--- src/rtl/errlog_pkg.sv ---
package errlog_pkg;
  localparam int CW     = 16;
  localparam int UW     = 32;
  localparam int DW     = 32;
  localparam int HDR_DW = 4;
  localparam int HW     = DW * HDR_DW;
  localparam int AW     = 4;

  localparam logic [CW-1:0] CORR_IMPL = 16'h71C1;
  localparam logic [UW-1:0] UNC_IMPL  = 32'h015F_F010;

  localparam logic [AW-1:0] A_CSTAT = 4'd0;
  localparam logic [AW-1:0] A_USTAT = 4'd1;
  localparam logic [AW-1:0] A_CMSK  = 4'd2;
  localparam logic [AW-1:0] A_NFMSK = 4'd3;
  localparam logic [AW-1:0] A_FMSK  = 4'd4;
  localparam logic [AW-1:0] A_CTRL  = 4'd5;

  typedef struct packed {
    logic chk;
    logic gen;
  } crc_ctl_t;
endpackage

--- src/rtl/errlog_status.sv ---
module errlog_status #(
  parameter int W = 16,
  parameter logic [W-1:0] IMPL = '1
) (
  input  logic         clk,
  input  logic         rst_n,
  input  logic [W-1:0] evt,
  input  logic         clr_rd,
  output logic [W-1:0] stat,
  output logic [W-1:0] fresh
);
  logic [W-1:0] evt_v;
  logic [W-1:0] stat_d;
  logic         stat_en;

  always_comb begin
    evt_v   = evt & IMPL;
    fresh   = evt_v & ~stat;
    stat_d  = clr_rd ? evt_v : (stat | evt_v);
    stat_en = clr_rd | (|evt_v);
  end

  always_ff @(posedge clk or negedge rst_n) begin
    if (!rst_n)       stat <= '0;
    else if (stat_en) stat <= stat_d;
  end
endmodule

--- src/rtl/errlog_report.sv ---
module errlog_report #(
  parameter int W = 16
) (
  input  logic         clk,
  input  logic         rst_n,
  input  logic [W-1:0] fresh,
  input  logic [W-1:0] mask,
  output logic         pulse
);
  logic pulse_d;

  always_comb pulse_d = |(fresh & mask);

  always_ff @(posedge clk or negedge rst_n) begin
    if (!rst_n) pulse <= 1'b0;
    else        pulse <= pulse_d;
  end
endmodule

--- src/rtl/errlog_hdr.sv ---
module errlog_hdr #(
  parameter int DW     = 32,
  parameter int HDR_DW = 4,
  parameter int UW     = 32,
  localparam int HW    = DW * HDR_DW
) (
  input  logic          clk,
  input  logic          rst_n,
  input  logic [HW-1:0] hdr_in,
  input  logic [UW-1:0] evt_v,
  input  logic          clr_rd,
  output logic          held,
  output logic [HW-1:0] log_q
);
  logic [UW-1:0] owner;
  logic [UW-1:0] owner_d;
  logic          release_now;
  logic          cap;
  logic          held_d;

  always_comb begin
    release_now = held & clr_rd & (|(owner & ~evt_v));
    cap         = ~(held & ~release_now) & (|evt_v);
    owner_d     = evt_v & (~evt_v + 1'b1);
    held_d      = cap | (held & ~release_now);
  end

  always_ff @(posedge clk or negedge rst_n) begin
    if (!rst_n) begin
      held  <= 1'b0;
      owner <= '0;
    end else begin
      held <= held_d;
      if (cap) owner <= owner_d;
    end
  end

  for (genvar g = 0; g < HDR_DW; g++) begin : g_dw
    always_ff @(posedge clk or negedge rst_n) begin
      if (!rst_n)   log_q[g*DW +: DW] <= '0;
      else if (cap) log_q[g*DW +: DW] <= hdr_in[g*DW +: DW];
    end
  end
endmodule

--- src/rtl/errlog_cfg.sv ---
module errlog_cfg
  import errlog_pkg::*;
(
  input  logic          clk,
  input  logic          rst_n,
  input  logic          wr,
  input  logic [AW-1:0] addr,
  input  logic [DW-1:0] wdata,
  output logic [CW-1:0] cmask,
  output logic [UW-1:0] nfmask,
  output logic [UW-1:0] fmask,
  output crc_ctl_t      ctl
);
  logic wr_c, wr_nf, wr_f, wr_ctl;

  always_comb begin
    wr_c   = wr && (addr == A_CMSK);
    wr_nf  = wr && (addr == A_NFMSK);
    wr_f   = wr && (addr == A_FMSK);
    wr_ctl = wr && (addr == A_CTRL);
  end

  always_ff @(posedge clk or negedge rst_n) begin
    if (!rst_n) begin
      cmask  <= '0;
      nfmask <= '0;
      fmask  <= '0;
      ctl    <= '0;
    end else begin
      if (wr_c)   cmask  <= wdata[CW-1:0];
      if (wr_nf)  nfmask <= wdata[UW-1:0];
      if (wr_f)   fmask  <= wdata[UW-1:0];
      if (wr_ctl) ctl    <= crc_ctl_t'(wdata[1:0]);
    end
  end
endmodule

--- src/rtl/errlog_top.sv ---
module errlog_top
  import errlog_pkg::*;
(
  input  logic          clk,
  input  logic          rst_n,
  input  logic [CW-1:0] corr_evt,
  input  logic [UW-1:0] uncorr_evt,
  input  logic [HW-1:0] hdr_in,
  input  logic [AW-1:0] reg_addr,
  input  logic          reg_wr,
  input  logic          reg_rd,
  input  logic [DW-1:0] reg_wdata,
  output logic [DW-1:0] reg_rdata,
  output logic          rpt_corr,
  output logic          rpt_nonfatal,
  output logic          rpt_fatal,
  output logic          hdr_held,
  output logic          ecrc_gen_en,
  output logic          ecrc_chk_en
);
  logic [CW-1:0] stat_c, fresh_c, cmask_q;
  logic [UW-1:0] stat_u, fresh_u, nfmask_q, fmask_q;
  logic [HW-1:0] hdr_log;
  logic          cclr, uclr;
  crc_ctl_t      ctl_q;

  always_comb begin
    cclr = reg_rd && (reg_addr == A_CSTAT);
    uclr = reg_rd && (reg_addr == A_USTAT);
  end

  errlog_status #(.W(CW), .IMPL(CORR_IMPL)) u_cstat (
    .clk(clk), .rst_n(rst_n), .evt(corr_evt), .clr_rd(cclr),
    .stat(stat_c), .fresh(fresh_c));

  errlog_status #(.W(UW), .IMPL(UNC_IMPL)) u_ustat (
    .clk(clk), .rst_n(rst_n), .evt(uncorr_evt), .clr_rd(uclr),
    .stat(stat_u), .fresh(fresh_u));

  errlog_report #(.W(CW)) u_rpt_c (
    .clk(clk), .rst_n(rst_n), .fresh(fresh_c), .mask(cmask_q), .pulse(rpt_corr));
  errlog_report #(.W(UW)) u_rpt_nf (
    .clk(clk), .rst_n(rst_n), .fresh(fresh_u), .mask(nfmask_q), .pulse(rpt_nonfatal));
  errlog_report #(.W(UW)) u_rpt_f (
    .clk(clk), .rst_n(rst_n), .fresh(fresh_u), .mask(fmask_q), .pulse(rpt_fatal));

  errlog_hdr #(.DW(DW), .HDR_DW(HDR_DW), .UW(UW)) u_hdr (
    .clk(clk), .rst_n(rst_n), .hdr_in(hdr_in), .evt_v(uncorr_evt & UNC_IMPL),
    .clr_rd(uclr), .held(hdr_held), .log_q(hdr_log));

  errlog_cfg u_cfg (
    .clk(clk), .rst_n(rst_n), .wr(reg_wr), .addr(reg_addr), .wdata(reg_wdata),
    .cmask(cmask_q), .nfmask(nfmask_q), .fmask(fmask_q), .ctl(ctl_q));

  always_comb begin
    ecrc_gen_en = ctl_q.gen;
    ecrc_chk_en = ctl_q.chk;
    reg_rdata   = '0;
    if (reg_rd) begin
      if (reg_addr[3]) begin
        reg_rdata = hdr_log[reg_addr[1:0]*DW +: DW];
      end else begin
        case (reg_addr)
          A_CSTAT: reg_rdata = {{(DW-CW){1'b0}}, stat_c};
          A_USTAT: reg_rdata = stat_u;
          A_CMSK:  reg_rdata = {{(DW-CW){1'b0}}, cmask_q};
          A_NFMSK: reg_rdata = nfmask_q;
          A_FMSK:  reg_rdata = fmask_q;
          A_CTRL:  reg_rdata = {{(DW-2){1'b0}}, ctl_q};
          default: reg_rdata = '0;
        endcase
      end
    end
  end
endmodule

--- config.mk ---
export PLATFORM = sky130hd
export DESIGN_NAME = errlog_top
export DESIGN_NICKNAME = d
export VERILOG_FILES = /design/src/rtl/errlog_pkg.sv /design/src/rtl/errlog_status.sv /design/src/rtl/errlog_report.sv /design/src/rtl/errlog_hdr.sv /design/src/rtl/errlog_cfg.sv /design/src/rtl/errlog_top.sv
export SDC_FILE = /design/constraint.sdc
export NUM_CORES = 1
export LEC_CHECK = 0
export BUFFER_PORTS_ARGS = -buffer_cell sky130_fd_sc_hd__buf_2
export CORE_UTILIZATION = 55
export DETAILED_ROUTE_END_ITERATION = 10
export PLACE_DENSITY = 0.81
export SLEW_MARGIN = 0
export SYNTH_ARGS = -nofsm -noshare
export SYNTH_HDL_FRONTEND = slang
export SYNTH_SLANG_ARGS = --single-unit
--- constraint.sdc ---
create_clock -name clk -period 2.2 [get_ports clk]
set_input_delay 0.11 -clock clk [delete_from_list [all_inputs] [get_ports clk]]
set_output_delay 0.11 -clock clk [all_outputs]
set_load 0.05 [all_outputs]
==> metrics.md <==
| Metric | Value |
|---|---|
| Final Hold Viols | `0` |
| Register bit total from synthesis | `245` |
| Layout Nets | `1,448` |
| Die ar. | `0.0217 mm2` |
| Peak VDD IR | `0.727 mV` |
| Starting Density | `56.7%` |
| First-pass GRT wire length | `55.9 mm` |
| Register-to-Register Setup Slack | `-0.02 ns` |
| Total Power | `14.8 mW` |
| Startpoint types | `flip-flop` |
| Ys flop type | `dfrtp_1` |
| Largest net degree at the start of global routing | `73` |
| Met3 WL | `2.79 mm` |
| Post-Syn Area | `0.0116 mm2` |
| Area delta synth->final | `40.9%` |
| Setup WS post-layout | `-0.0247 ns` |
| Commonest cells in the netlist | `dfrtp_1, mux2_4, mux2_1, mux2_2, nand2_1` |
| RSZ-0062 raised after global routing | `true` |
| Max transition margin | `47.4%` |
| Metal-1 WL | `13.8 mm` |
| Min Hold Slack | `0.0522 ns` |
| Max Used Layer | `met5` |
| Rows | `52` |
| CTS tree | `built` |
| Vias in the first global route | `9,944` |
| Max Cap Viol | `0` |
| Core area | `0.0204 mm2` |
| Worst Hold End | `u_cfg.ctl[0]` |
| Inst Count DP | `1,280` |
| Final HPWL DP | `20.9 mm` |
| Ys async rst share | `100%` |
| Worst slack at placement | `0.0114 ns` |
| Clock latency on the worst-skew pair | `0.52 ns` |
| Synth area leaders | `dfrtp_1, mux2_4, mux2_1, mux4_2, mux2_2` |
| Most common cell in the netlist | `dfrtp_1` |
| Register area share after synthesis | `52.9%` |
| Congestion Overflow GR | `0` |
| Path depth of the worst reg2reg path | `9` |
| Post-route ant nets | `0` |
| Mapped Cells | `782` |
| Fill count | `1,115` |
| Cts bufs inserted | `25` |
| Largest area contributor in the netlist | `dfrtp_1` |
| Worst Skew | `0.00557 ns` |
| Critical Path AT | `2.63 ns` |
| Final instance area | `0.0163 mm2` |
| RR Startpoint | `u_hdr.owner[16]` |
| Power density over cell area | `906 mW/mm2` |
| Failing checks | `negative setup slack` |
| Router iterations before antenna repair | `6` |
| Final period utilization | `101%` |
| Syn avg cell area | `14.8 um2` |
| Hold depth | `3` |
| Die Ht | `147 um` |
| Crit path max fanout | `6` |
| Crit-path cells | `inv_1 -> o22ai_1 -> nor4_2 -> a32oi_4 -> buf_4 -> nand2_8 -> buf_12 -> clkbuf_16 -> mux2_4` |
| Post-synth top area share | `52.9%` |
| Routed WL per cell | `25.6 um` |
| DR vias/cell | `6.05` |
| CP peak stage delay | `0.39 ns` |
| Worst min path class | `input pin to flip-flop` |
| Die extent in x | `147 um` |
| Routed via count | `9,226` |
| Number of synthesized flops with an enable pin | `0` |
| Final setup violation count | `19` |
| Area after DPL | `0.0132 mm2` |
| Slowest CP cell | `nor4_2` |
| Total Routed Length | `39.1 mm` |
| I/O Pins | `254` |
| RD Place Congestion | `0.824` |
| Non-Filler Instances | `1,524` |
| Initial drt markers | `999` |
| Ys Warns | `0` |
| Global router's overall resource usage | `34.0%` |
| Fmax | `450 MHz` |
| Crit path time final | `2.22 ns` |
| Unique cell type count in the Yosys netlist | `57` |
| Min-delay src | `reg_wr` |
| Root buf cell | `clkbuf_16` |
| Clock transition at path regs | `0.07 ns` |
| Wire length on met2 | `20.1 mm` |
| Max clock buf depth | `3` |
| Initial antenna violation count | `5` |
| Port bufs | `224` |
| Worst Tran Pin Value | `0.788 ns` |
| Share of layout cells above drive strength 1 | `43.0%` |
| Post-Syn Nets | `998` |
| Drt drc | `0` |
| Setup Crit Path Kind | `flip-flop to flip-flop` |
| Lkg Pwr | `7.81 nW` |
| Reg2reg end | `u_hdr.log_q[90]` |
| Clock H-tree levels | `1` |
| Worst path required time | `2.60 ns` |
| Pins Over Slew Limit | `0` |
| Outcome | `complete, but fails checks` |
| Critical Path End Type | `flip-flop` |
| Clk sink count | `245` |
==> cell usage in the layout, fill, tap and decap left out, types with 25 or more instances in the layout <==
cell / netlist / layout
mux2_4: 100 / 110
clkbuf_16: 0 / 30
mux4_2: 32 / 32
buf_2: 4 / 216
mux2_2: 42 / 42
mux2_1: 72 / 62
nand2_1: 41 / 41
dlygate4sd3_1: 0 / 178
buf_4: 1 / 51
a222oi_1: 25 / 25
dfrtp_1: 245 / 245
==> logic make-up (layout without fill, tap and decap cells) <==
family | count (synthesis) | after routing | share of synthesized area, %
compound gates | 110 | 110 | 7.29
buf+inv | 69 | 535 | 4.11
flops | 245 | 245 | 52.9
mux | 254 | 254 | 31.0
other cells | 0 | 4 | 0
simple gates | 104 | 106 | 4.73
==> power by group <==
part / leakage (nW) / internal [mW] / total, mW / switching, mW
clock: 0.433 / 2.80 / 4.62 / 1.83
combinational: 4.49 / 2.09 / 3.61 / 1.52
sequential: 2.88 / 5.67 / 6.54 / 0.872
total: 7.81 / 10.6 / 14.8 / 4.22
==> per-layer routing <==
layer	vias to the layer above	track usage, %
met1	4622	39.7
met3	179	5.81
met2	598	60.0
li1	3825	-
met4	2	18.0
met5	-	0
==> worst max-delay path, delay by kind of cell (launching register included) <==
kind | cells | cell delay (ns)
buf+inv | 4 | 0.64
mux | 1 | 0.31
flops | 1 | 0.38
compound gates | 2 | 0.29
simple gates | 2 | 0.48
==> flip-flops by register name, summed over array words and instances, names as in the netlist <==
register	cells
u_cfg.nfmask	32
u_hdr.owner	12
u_cstat.stat	7
u_cfg.ctl	2
u_rpt_c.pulse	1
u_rpt_f.pulse	1
u_hdr.log_q	128
u_rpt_nf.pulse	1
u_cfg.cmask	16
u_ustat.stat	12
u_cfg.fmask	32
u_hdr.held	1
==> what timing repair did <==
| action | in CTS | in global routing |
|---|---|---|
| gates cloned | 0 | 7 |
| hold buffers | 180 | 0 |
| setup buffers | 0 | 11 |
| hold endpoints to repair | 305 | 0 |
| resized for setup | 3 | 39 |
| endpoints found under the setup margin | 2 | 130 |
| pin swaps | 1 | 7 |
==> layout make-up <==
| type | count | area (um2) | area share, % |
|---|---|---|---|
| clock buffer | 37 | 741 | 4.54 |
| timing repair buffer | 470 | 3740 | 22.9 |
| clock inverter | 8 | 146 | 0.897 |
| antenna | 4 | 10.0 | 0.0613 |
| sequential | 245 | 6130 | 37.6 |
| inverter | 20 | 75.1 | 0.460 |
| tap | 270 | 338 | 2.07 |
| multi-input combinational | 470 | 5140 | 31.5 |
==> worst max-delay path by stage <==
stage | from | end | slack, ns | cells past startpoint
floorplan | reg_addr[3] | reg_rdata[18] | 0.01 | 7
global placement | uncorr_evt[14] | u_hdr.log_q[101] | 0.06 | 8
detailed placement | uncorr_evt[14] | u_hdr.log_q[110] | 0.01 | 8
CTS | u_hdr.log_q[110] | reg_rdata[14] | -0.0008 | 4
global route | u_hdr.log_q[13] | reg_rdata[13] | -0.06 | 4
finish | u_hdr.owner[16] | u_hdr.log_q[90] | -0.02 | 9
==> stage by stage <==
step | util (%) | setup TNS, ns
after floorplan | - | 0
after global placement | 64.6 | 0
after detailed placement | 64.6 | 0
after CTS | 77.8 | -0.000808
after global routing | 79.9 | -1.42
final | 79.9 | -0.198
No activity file was read; power rests on OpenSTA's default activity.
